--- src/rtl/i2c_pin_gpio_pkg.sv ---
package i2c_pin_gpio_pkg;

    localparam int NUM_PINS = 2;
    localparam int REG_AW   = 3;
    localparam int REG_DW   = 16;

    localparam logic [REG_AW-1:0] ADDR_FUNC  = 3'd0;
    localparam logic [REG_AW-1:0] ADDR_DIR   = 3'd1;
    localparam logic [REG_AW-1:0] ADDR_LEVEL = 3'd2;
    localparam logic [REG_AW-1:0] ADDR_SET   = 3'd3;
    localparam logic [REG_AW-1:0] ADDR_CLR   = 3'd4;

    typedef enum logic {
        PINS_I2C  = 1'b0,
        PINS_GPIO = 1'b1
    } pin_mode_e;

endpackage

--- src/rtl/i2c_pin_sync.sv ---
module i2c_pin_sync #(
    parameter int WIDTH  = 2,
    parameter int STAGES = 2
) (
    input  logic             clk,
    input  logic             rst_n,
    input  logic [WIDTH-1:0] async_in,
    output logic [WIDTH-1:0] sync_out
);
    logic [WIDTH-1:0] stage_q [STAGES];

    always_ff @(posedge clk or negedge rst_n) begin
        if (!rst_n) begin
            stage_q[0] <= '1;
        end else begin
            stage_q[0] <= async_in;
        end
    end

    for (genvar s = 1; s < STAGES; s++) begin : g_stage
        always_ff @(posedge clk or negedge rst_n) begin
            if (!rst_n) begin
                stage_q[s] <= '1;
            end else begin
                stage_q[s] <= stage_q[s-1];
            end
        end


        sync_shift_chk: assert property (@(posedge clk) disable iff (!rst_n)
            stage_q[s] == $past(stage_q[s-1]));
    end

    assign sync_out = stage_q[STAGES-1];

endmodule

--- src/rtl/i2c_pin_mode_fsm.sv ---
module i2c_pin_mode_fsm
    import i2c_pin_gpio_pkg::*;
(
    input  logic      clk,
    input  logic      rst_n,
    input  logic      func_wr,
    input  logic      func_bit,
    output pin_mode_e mode,
    output logic      gpio_sel
);
    pin_mode_e state_q, state_d;

    always_comb begin
        state_d = state_q;
        unique case (state_q)
            PINS_I2C: begin
                if (func_wr && func_bit) begin
                    state_d = PINS_GPIO;
                end
            end
            PINS_GPIO: begin
                if (func_wr && !func_bit) begin
                    state_d = PINS_I2C;
                end
            end
            default: state_d = PINS_I2C;
        endcase
    end

    always_ff @(posedge clk or negedge rst_n) begin
        if (!rst_n) begin
            state_q <= PINS_I2C;
        end else begin
            state_q <= state_d;
        end
    end

    always_comb begin
        mode     = state_q;
        gpio_sel = 1'b0;
        unique case (state_q)
            PINS_I2C:  gpio_sel = 1'b0;
            PINS_GPIO: gpio_sel = 1'b1;
            default:   gpio_sel = 1'b0;
        endcase
    end


    mode_gpio_chk: assert property (@(posedge clk) disable iff (!rst_n)
        (func_wr && func_bit) |=> (state_q == PINS_GPIO));


    mode_i2c_chk: assert property (@(posedge clk) disable iff (!rst_n)
        (func_wr && !func_bit) |=> (state_q == PINS_I2C));


    mode_hold_chk: assert property (@(posedge clk) disable iff (!rst_n)
        !func_wr |=> $stable(state_q));

endmodule

--- src/rtl/i2c_pin_ctrl.sv ---
module i2c_pin_ctrl (
    input  logic clk,
    input  logic rst_n,
    input  logic dir_wr,
    input  logic dir_bit,
    input  logic set_wr,
    input  logic clr_wr,
    input  logic hit_bit,
    output logic dir_q,
    output logic latch_q,
    output logic gpio_pull
);
    always_ff @(posedge clk or negedge rst_n) begin
        if (!rst_n) begin
            dir_q <= 1'b0;
        end else if (dir_wr) begin
            dir_q <= dir_bit;
        end
    end

    always_ff @(posedge clk or negedge rst_n) begin
        if (!rst_n) begin
            latch_q <= 1'b1;
        end else if (set_wr && hit_bit) begin
            latch_q <= 1'b1;
        end else if (clr_wr && hit_bit) begin
            latch_q <= 1'b0;
        end
    end

    assign gpio_pull = dir_q & ~latch_q;


    latch_set_chk: assert property (@(posedge clk) disable iff (!rst_n)
        (set_wr && hit_bit) |=> latch_q);


    latch_clr_chk: assert property (@(posedge clk) disable iff (!rst_n)
        (clr_wr && hit_bit && !set_wr) |=> !latch_q);


    latch_hold_chk: assert property (@(posedge clk) disable iff (!rst_n)
        !((set_wr || clr_wr) && hit_bit) |=> $stable(latch_q));


    pull_release_chk: assert property (@(posedge clk) disable iff (!rst_n)
        (!dir_q || latch_q) |-> !gpio_pull);

endmodule

--- src/rtl/i2c_pin_gpio_mux.sv ---
module i2c_pin_gpio_mux
    import i2c_pin_gpio_pkg::*;
#(
    parameter int SYNC_STAGES = 2
) (
    input  logic              clk,
    input  logic              rst_n,
    input  logic [REG_AW-1:0] reg_addr,
    input  logic              reg_wr,
    input  logic [REG_DW-1:0] reg_wdata,
    output logic [REG_DW-1:0] reg_rdata,
    input  logic              ctl_scl_low,
    input  logic              ctl_sda_low,
    input  logic              scl_pin,
    input  logic              sda_pin,
    output logic              scl_drive_low,
    output logic              sda_drive_low
);
    localparam int PAD_W = REG_DW - NUM_PINS;

    pin_mode_e           mode;
    logic                gpio_sel;
    logic [NUM_PINS-1:0] dir_q;
    logic [NUM_PINS-1:0] latch_q;
    logic [NUM_PINS-1:0] gpio_pull;
    logic [NUM_PINS-1:0] ctl_low;
    logic [NUM_PINS-1:0] drive_low;
    logic [NUM_PINS-1:0] level_sync;
    logic                wr_func, wr_dir, wr_set, wr_clr;
    logic                unused_wdata_hi;

    assign wr_func = reg_wr && (reg_addr == ADDR_FUNC);
    assign wr_dir  = reg_wr && (reg_addr == ADDR_DIR);
    assign wr_set  = reg_wr && (reg_addr == ADDR_SET);
    assign wr_clr  = reg_wr && (reg_addr == ADDR_CLR);
    assign unused_wdata_hi = ^reg_wdata[REG_DW-1:NUM_PINS];

    i2c_pin_mode_fsm u_fsm (
        .clk      (clk),
        .rst_n    (rst_n),
        .func_wr  (wr_func),
        .func_bit (reg_wdata[0]),
        .mode     (mode),
        .gpio_sel (gpio_sel)
    );

    for (genvar p = 0; p < NUM_PINS; p++) begin : g_pin
        i2c_pin_ctrl u_ctrl (
            .clk       (clk),
            .rst_n     (rst_n),
            .dir_wr    (wr_dir),
            .dir_bit   (reg_wdata[p]),
            .set_wr    (wr_set),
            .clr_wr    (wr_clr),
            .hit_bit   (reg_wdata[p]),
            .dir_q     (dir_q[p]),
            .latch_q   (latch_q[p]),
            .gpio_pull (gpio_pull[p])
        );
    end

    i2c_pin_sync #(
        .WIDTH  (NUM_PINS),
        .STAGES (SYNC_STAGES)
    ) u_sync (
        .clk      (clk),
        .rst_n    (rst_n),
        .async_in ({sda_pin, scl_pin}),
        .sync_out (level_sync)
    );

    assign ctl_low = {ctl_sda_low, ctl_scl_low};

    always_comb begin
        drive_low = '0;
        unique case (mode)
            PINS_I2C:  drive_low = ctl_low;
            PINS_GPIO: drive_low = gpio_pull;
            default:   drive_low = ctl_low;
        endcase
    end

    assign scl_drive_low = drive_low[0];
    assign sda_drive_low = drive_low[1];

    always_comb begin
        reg_rdata = '0;
        case (reg_addr)
            ADDR_FUNC:  reg_rdata = {{(REG_DW-1){1'b0}}, gpio_sel};
            ADDR_DIR:   reg_rdata = {{PAD_W{1'b0}}, dir_q};
            ADDR_LEVEL: reg_rdata = {{PAD_W{1'b0}}, level_sync};
            ADDR_SET:   reg_rdata = {{PAD_W{1'b0}}, latch_q};
            ADDR_CLR:   reg_rdata = {{PAD_W{1'b0}}, latch_q};
            default:    reg_rdata = '0;
        endcase
    end


    gpio_ctl_ignored_chk: assert property (@(posedge clk) disable iff (!rst_n)
        (gpio_sel && !dir_q[0]) |-> !scl_drive_low);


    i2c_follow_chk: assert property (@(posedge clk) disable iff (!rst_n)
        !gpio_sel |-> (scl_drive_low == ctl_scl_low && sda_drive_low == ctl_sda_low));

endmodule

--- config.mk ---
export PLATFORM = sky130hd
export DESIGN_NAME = i2c_pin_gpio_mux
export DESIGN_NICKNAME = d
export VERILOG_FILES = /design/src/rtl/i2c_pin_gpio_pkg.sv /design/src/rtl/i2c_pin_sync.sv /design/src/rtl/i2c_pin_mode_fsm.sv /design/src/rtl/i2c_pin_ctrl.sv /design/src/rtl/i2c_pin_gpio_mux.sv
export SDC_FILE = /design/constraint.sdc
export NUM_CORES = 1
export LEC_CHECK = 0
export BUFFER_PORTS_ARGS = -buffer_cell sky130_fd_sc_hd__clkbuf_2
export CAP_MARGIN = 20
export CORE_MARGIN = 2
export CORE_UTILIZATION = 39
export DETAILED_ROUTE_END_ITERATION = 8
export MAX_ROUTING_LAYER = met4
export PLACE_DENSITY = 0.83
export RECOVER_POWER = 50
export SKIP_CTS_REPAIR_TIMING = 1
export SLEW_MARGIN = 30
export SYNTH_ARGS = -nofsm -noshare
export SYNTH_HDL_FRONTEND = slang
export SYNTH_HIERARCHICAL = 1
export SYNTH_SLANG_ARGS = --single-unit
--- constraint.sdc ---
create_clock -name clk -period 1.57 [get_ports clk]
set_input_delay 0.314 -clock clk [delete_from_list [all_inputs] [get_ports clk]]
set_output_delay 0.314 -clock clk [all_outputs]
set_load 0.005 [all_outputs]
After elaboration in Yosys (flattened, before gate mapping)
Index checks and enable logic that the tools add are counted.
W data, S select, Z words.

cells by class
  equal/unequal tests = 4
  bitwise operators = 5
  reduce and logical (&&, ||, !) cells = 15
  muxes and demuxes = 10

operators with widths
  cell                  count
  $logic_and A1 B1 Y1   10
  $pmux W2 S4           1
  $eq A3 B2 Y1 const B  2
  $mux W1               6
  $pmux W1 S2           2
  $pmux W2 S2           1
  $reduce_bool A2 Y1    2
  $eq A3 B1 Y1 const B  1
  $eq A3 B3 Y1 const B  1
  $logic_not A3 Y1      1
  $not A1 Y1            3
  $and A1 B1 Y1         2
  $reduce_or A2 Y1      1
  $logic_not A1 Y1      1

word-level totals
  bits of input ports = 26
  word-level logic and storage cells = 41
  register bits after elaboration = 9

Logic depth before layout (Yosys ltp)
  word-level depth = 5
  gate-level depth with buffers = 5

Cells and area by module
Netlist, hierarchy kept.

modules (own cells, without submodules)
  module            instances  cells each  area an instance (µm²)
  i2c_pin_gpio_mux  1          31          266.5
  i2c_pin_ctrl      2          6           85.1
  i2c_pin_sync      1          6           120.1
  i2c_pin_mode_fsm  1          3           47.5

Worst setup path after synthesis
OpenSTA, ideal clock, no wires.

  kind = reg-to-output
  start point = reg g_pin[1].u_ctrl.latch_q
  end point = out reg_rdata[1]
  stages on the path, launching flop included = 3
  buffers on the path = 0
  data arrival time = 1086 ps
  path slack = 170 ps
  data required time = 1256 ps
  cell sequence = dfstp_2 -> or4bb_1 -> o211ai_1

on the way
  word-level cells in the longest chain between the ends = 1

ends and longest elaborated chain
  element                 line                    RTL
  from (decl)             i2c_pin_ctrl.sv:10      output logic latch_q,
  from (signal assigned)  i2c_pin_ctrl.sv:23      latch_q <= 1'b1;
  from (signal assigned)  i2c_pin_ctrl.sv:25      latch_q <= 1'b1;
  from (signal assigned)  i2c_pin_ctrl.sv:27      latch_q <= 1'b0;
  $pmux W2 S4             i2c_pin_gpio_mux.sv:88  case (reg_addr)
  to (decl)               i2c_pin_gpio_mux.sv:11  output logic [REG_DW-1:0] reg_rdata,

Every way passes these cells.

Worst setup path in the final report
Same ends and word-level chain as after synthesis.

==> results.json <==
{
  "status": "finished with violations",
  "violations": "setup timing",
  "fmaxAchievable_ghz": 0.589,
  "cp_max_fo": 2,
  "synth_top_area_cell": "dfstp_2",
  "hold_path.class": "in -> reg",
  "cts_root_buf": "clkbuf_4",
  "die_w_um": 43.4,
  "drt_wl_total_um": 975,
  "ios": 44,
  "die_h_um": 43.4,
  "synthTopCellsByArea": "dfstp_2, buf_4, dfrtp_1",
  "antenna_left": 0,
  "drt-initial-drc-count": 5,
  "leakagePower_nw": 0.354,
  "gp_congestion": 0.807,
  "hold_viol_final": 0,
  "synthXorXnorAreaFrac_pct": 0,
  "hpwl_um": 785,
  "setup_slack_ns": -0.128,
  "crit_required_ns": 1.26,
  "firstDrtPassIters": 4,
  "final.setup.tns_ns": -0.300,
  "syn_area_um2": 604,
  "grt_max_degree": 10,
  "grt_pass1_wl_um": 1540,
  "min_period_ns": 1.70,
  "cts_max_level": 1,
  "port_buffers": 15,
  "synth_top_family_by_area": "buffers and inverters",
  "viasPerCell": 4.59,
  "antenna_found_initial": 0,
  "worst_path_max_delay_cell": "dfstp_2",
  "yosysSeqAreaShare_pct": 38.5,
  "arrival_ns": 1.38,
  "critPathKind": "reg -> out",
  "pwr_density_cell_nw_per_um2": 953,
  "rsz0062_at_grt": "true",
  "swShare_pct": 24.5,
  "synthSimpleGateAreaFrac_pct": 15.1,
  "finalNetCount": 101,
  "overflow": 0,
  "grt_usage_pct": 12.0,
  "worstSkewPairLatency_ns": 0.25,
  "power_frac_comb_pct": 30.8,
  "path_cells": "or4bb_1 -> o211ai_1 -> buf_2",
  "seq_power_share_pct": 44.4,
  "synth_compound_area_share_pct": 5.59,
  "clockPowerShare_pct": 24.8,
  "cts_buffer_depth": 2,
  "synth_seq_cells": 9,
  "drive_above_1_share_pct": 50.0,
  "cts.sinks": 9,
  "grt_pass1_vias": 362,
  "synth.area.mux_share_pct": 16.6,
  "ys_types": 21,
  "wl_per_cell_um": 10.8,
  "period_share_pct": 108,
  "filler_cell_count": 144,
  "synth_top_area_share_pct": 26.1,
  "switchingPower_mw": 0.164,
  "clk_pin_slew_ns": 0.06,
  "core.rowCount": 14,
  "critical_path.max_stage_delay_ns": 0.53,
  "synth_cells": 52,
  "dieArea_um2": 1880,
  "synth_warnings": 6,
  "cpLargestDelayFamily": "flip-flops",
  "setup_violations": 4,
  "crit_buf_inv": 1,
  "drv_cap": 0,
  "drv_slew": 0,
  "drc": 0,
  "ir_worst_vdd_mv": 0.454,
  "core_um2": 1470,
  "avgSynthCellArea_um2": 11.6,
  "final_util_pct": 47.9,
  "area_delta_synth_final_pct": 16.6,
  "num_vias": 413,
  "startpoint_type": "flip-flop",
  "power.internal_mw": 0.507,
  "synthAdderAreaFrac_pct": 0,
  "endpoint_kind": "output port",
  "finClkSkew_ns": 0.00000527,
  "numCtsBuffers": 3,
  "start_util_pct": 41.1,
  "num_antenna_cells": 0,
  "cts_tree": "done"
}
==> layer usage <==
layer | wire, um | global-route usage (%)
met1 | 415 | 13.8
met2 | 467 | 17.3
met3 | 71 | 1.67
met4 | 21 | 12.1
met5 | 0 | -
==> cells by family after synthesis <==
| group | count (synthesis) |
|---|---|
| AO/OA/AOI/OAI | 4 |
| buffers and inverters | 19 |
| flip-flops | 9 |
| multiplexers | 7 |
| other | 1 |
| AND/OR/NAND/NOR | 12 |
==> per-stage QoR <==
step | cell area [um^2] | power, mW | cells | setup slack, ns | hold slack [ns]
final | 704 | 0.672 | 90 | -0.128 | 0.143
after global routing | 704 | 0.721 | 90 | -0.200 | 0.122
after CTS | 666 | 0.652 | 86 | -0.229 | -0.102
after detailed placement | 639 | 0.473 | 82 | -0.00224 | 0.177
after global placement | 639 | 0.466 | 82 | 0.00445 | 0.167
after floorplan | 653 | 0.439 | 65 | 0.170 | 0.0184
==> cell usage after synthesis <==
cell type and count:
a22o_1 3, and2_1 1, and4_2 1, buf_4 17
buf_6 1, conb_1 1, dfrtp_1 3, dfstp_2 6
inv_1 1, mux2_2 2, mux2_4 3, mux2i_1 1
mux4_2 1, nand2_1 2, nand2b_1 1, nor2b_1 2
nor3b_1 1, nor4b_1 1, nor4bb_1 1, o211ai_1 1
or4bb_1 2
==> power groups by stage <==
stage | clock network [mW] | registers [mW] | logic, mW
2_1_floorplan | 0 | 0.300 | 0.140
3_3_place_gp | 0 | 0.304 | 0.162
3_5_place_dp | 0 | 0.307 | 0.166
4_1_cts | 0.181 | 0.303 | 0.168
5_1_grt | 0.194 | 0.301 | 0.227
6_report | 0.167 | 0.298 | 0.207
==> cell usage in the layout (no fill, tap or decap) <==
cell type	count
nor4bb_1	1
nor3b_1	1
nand2b_1	1
dlygate4sd3_1	1
mux2i_1	1
nor4b_1	1
dfstp_2	6
and4_2	1
a22o_1	3
and2_1	1
clkbuf_4	3
or4bb_1	2
buf_4	6
conb_1	14
nand2_1	2
mux2_2	1
dfrtp_1	3
nor2b_1	2
clkbuf_1	2
mux2_4	4
clkbuf_2	13
mux4_2	1
buf_2	1
o211ai_1	1
inv_1	1
buf_6	1
==> final cells by class <==
| class | instances | area, um^2 | share of cell area, % |
|---|---|---|---|
| multi-input cells | 37 | 282 | 40.0 |
| flip-flops and latches | 9 | 233 | 33.0 |
| repair buffers | 23 | 140 | 19.9 |
| clock buffers | 4 | 26.3 | 3.73 |
| well taps | 16 | 20.0 | 2.84 |
| inverters | 1 | 3.75 | 0.533 |
==> worst paths after layout <==
check | start | endpoint | slack [ns] | cells after the start
min reg2reg | u_sync/stage_q[3] | u_sync/sync_out[1] | 0.36 | 0
max | g_pin[1].u_ctrl/latch_q | reg_rdata[1] | -0.13 | 3
max in group asynchronous | rst_n | g_pin[0].u_ctrl/latch_q | 0.71 | 2
min in group asynchronous | rst_n | g_pin[1].u_ctrl/dir_q | 0.52 | 2
max reg2reg | flip-flop | flip-flop | 0.66 | 2
min | sda_pin | u_sync/stage_q[3] | 0.14 | 1
(Power assumes the default switching activity.)
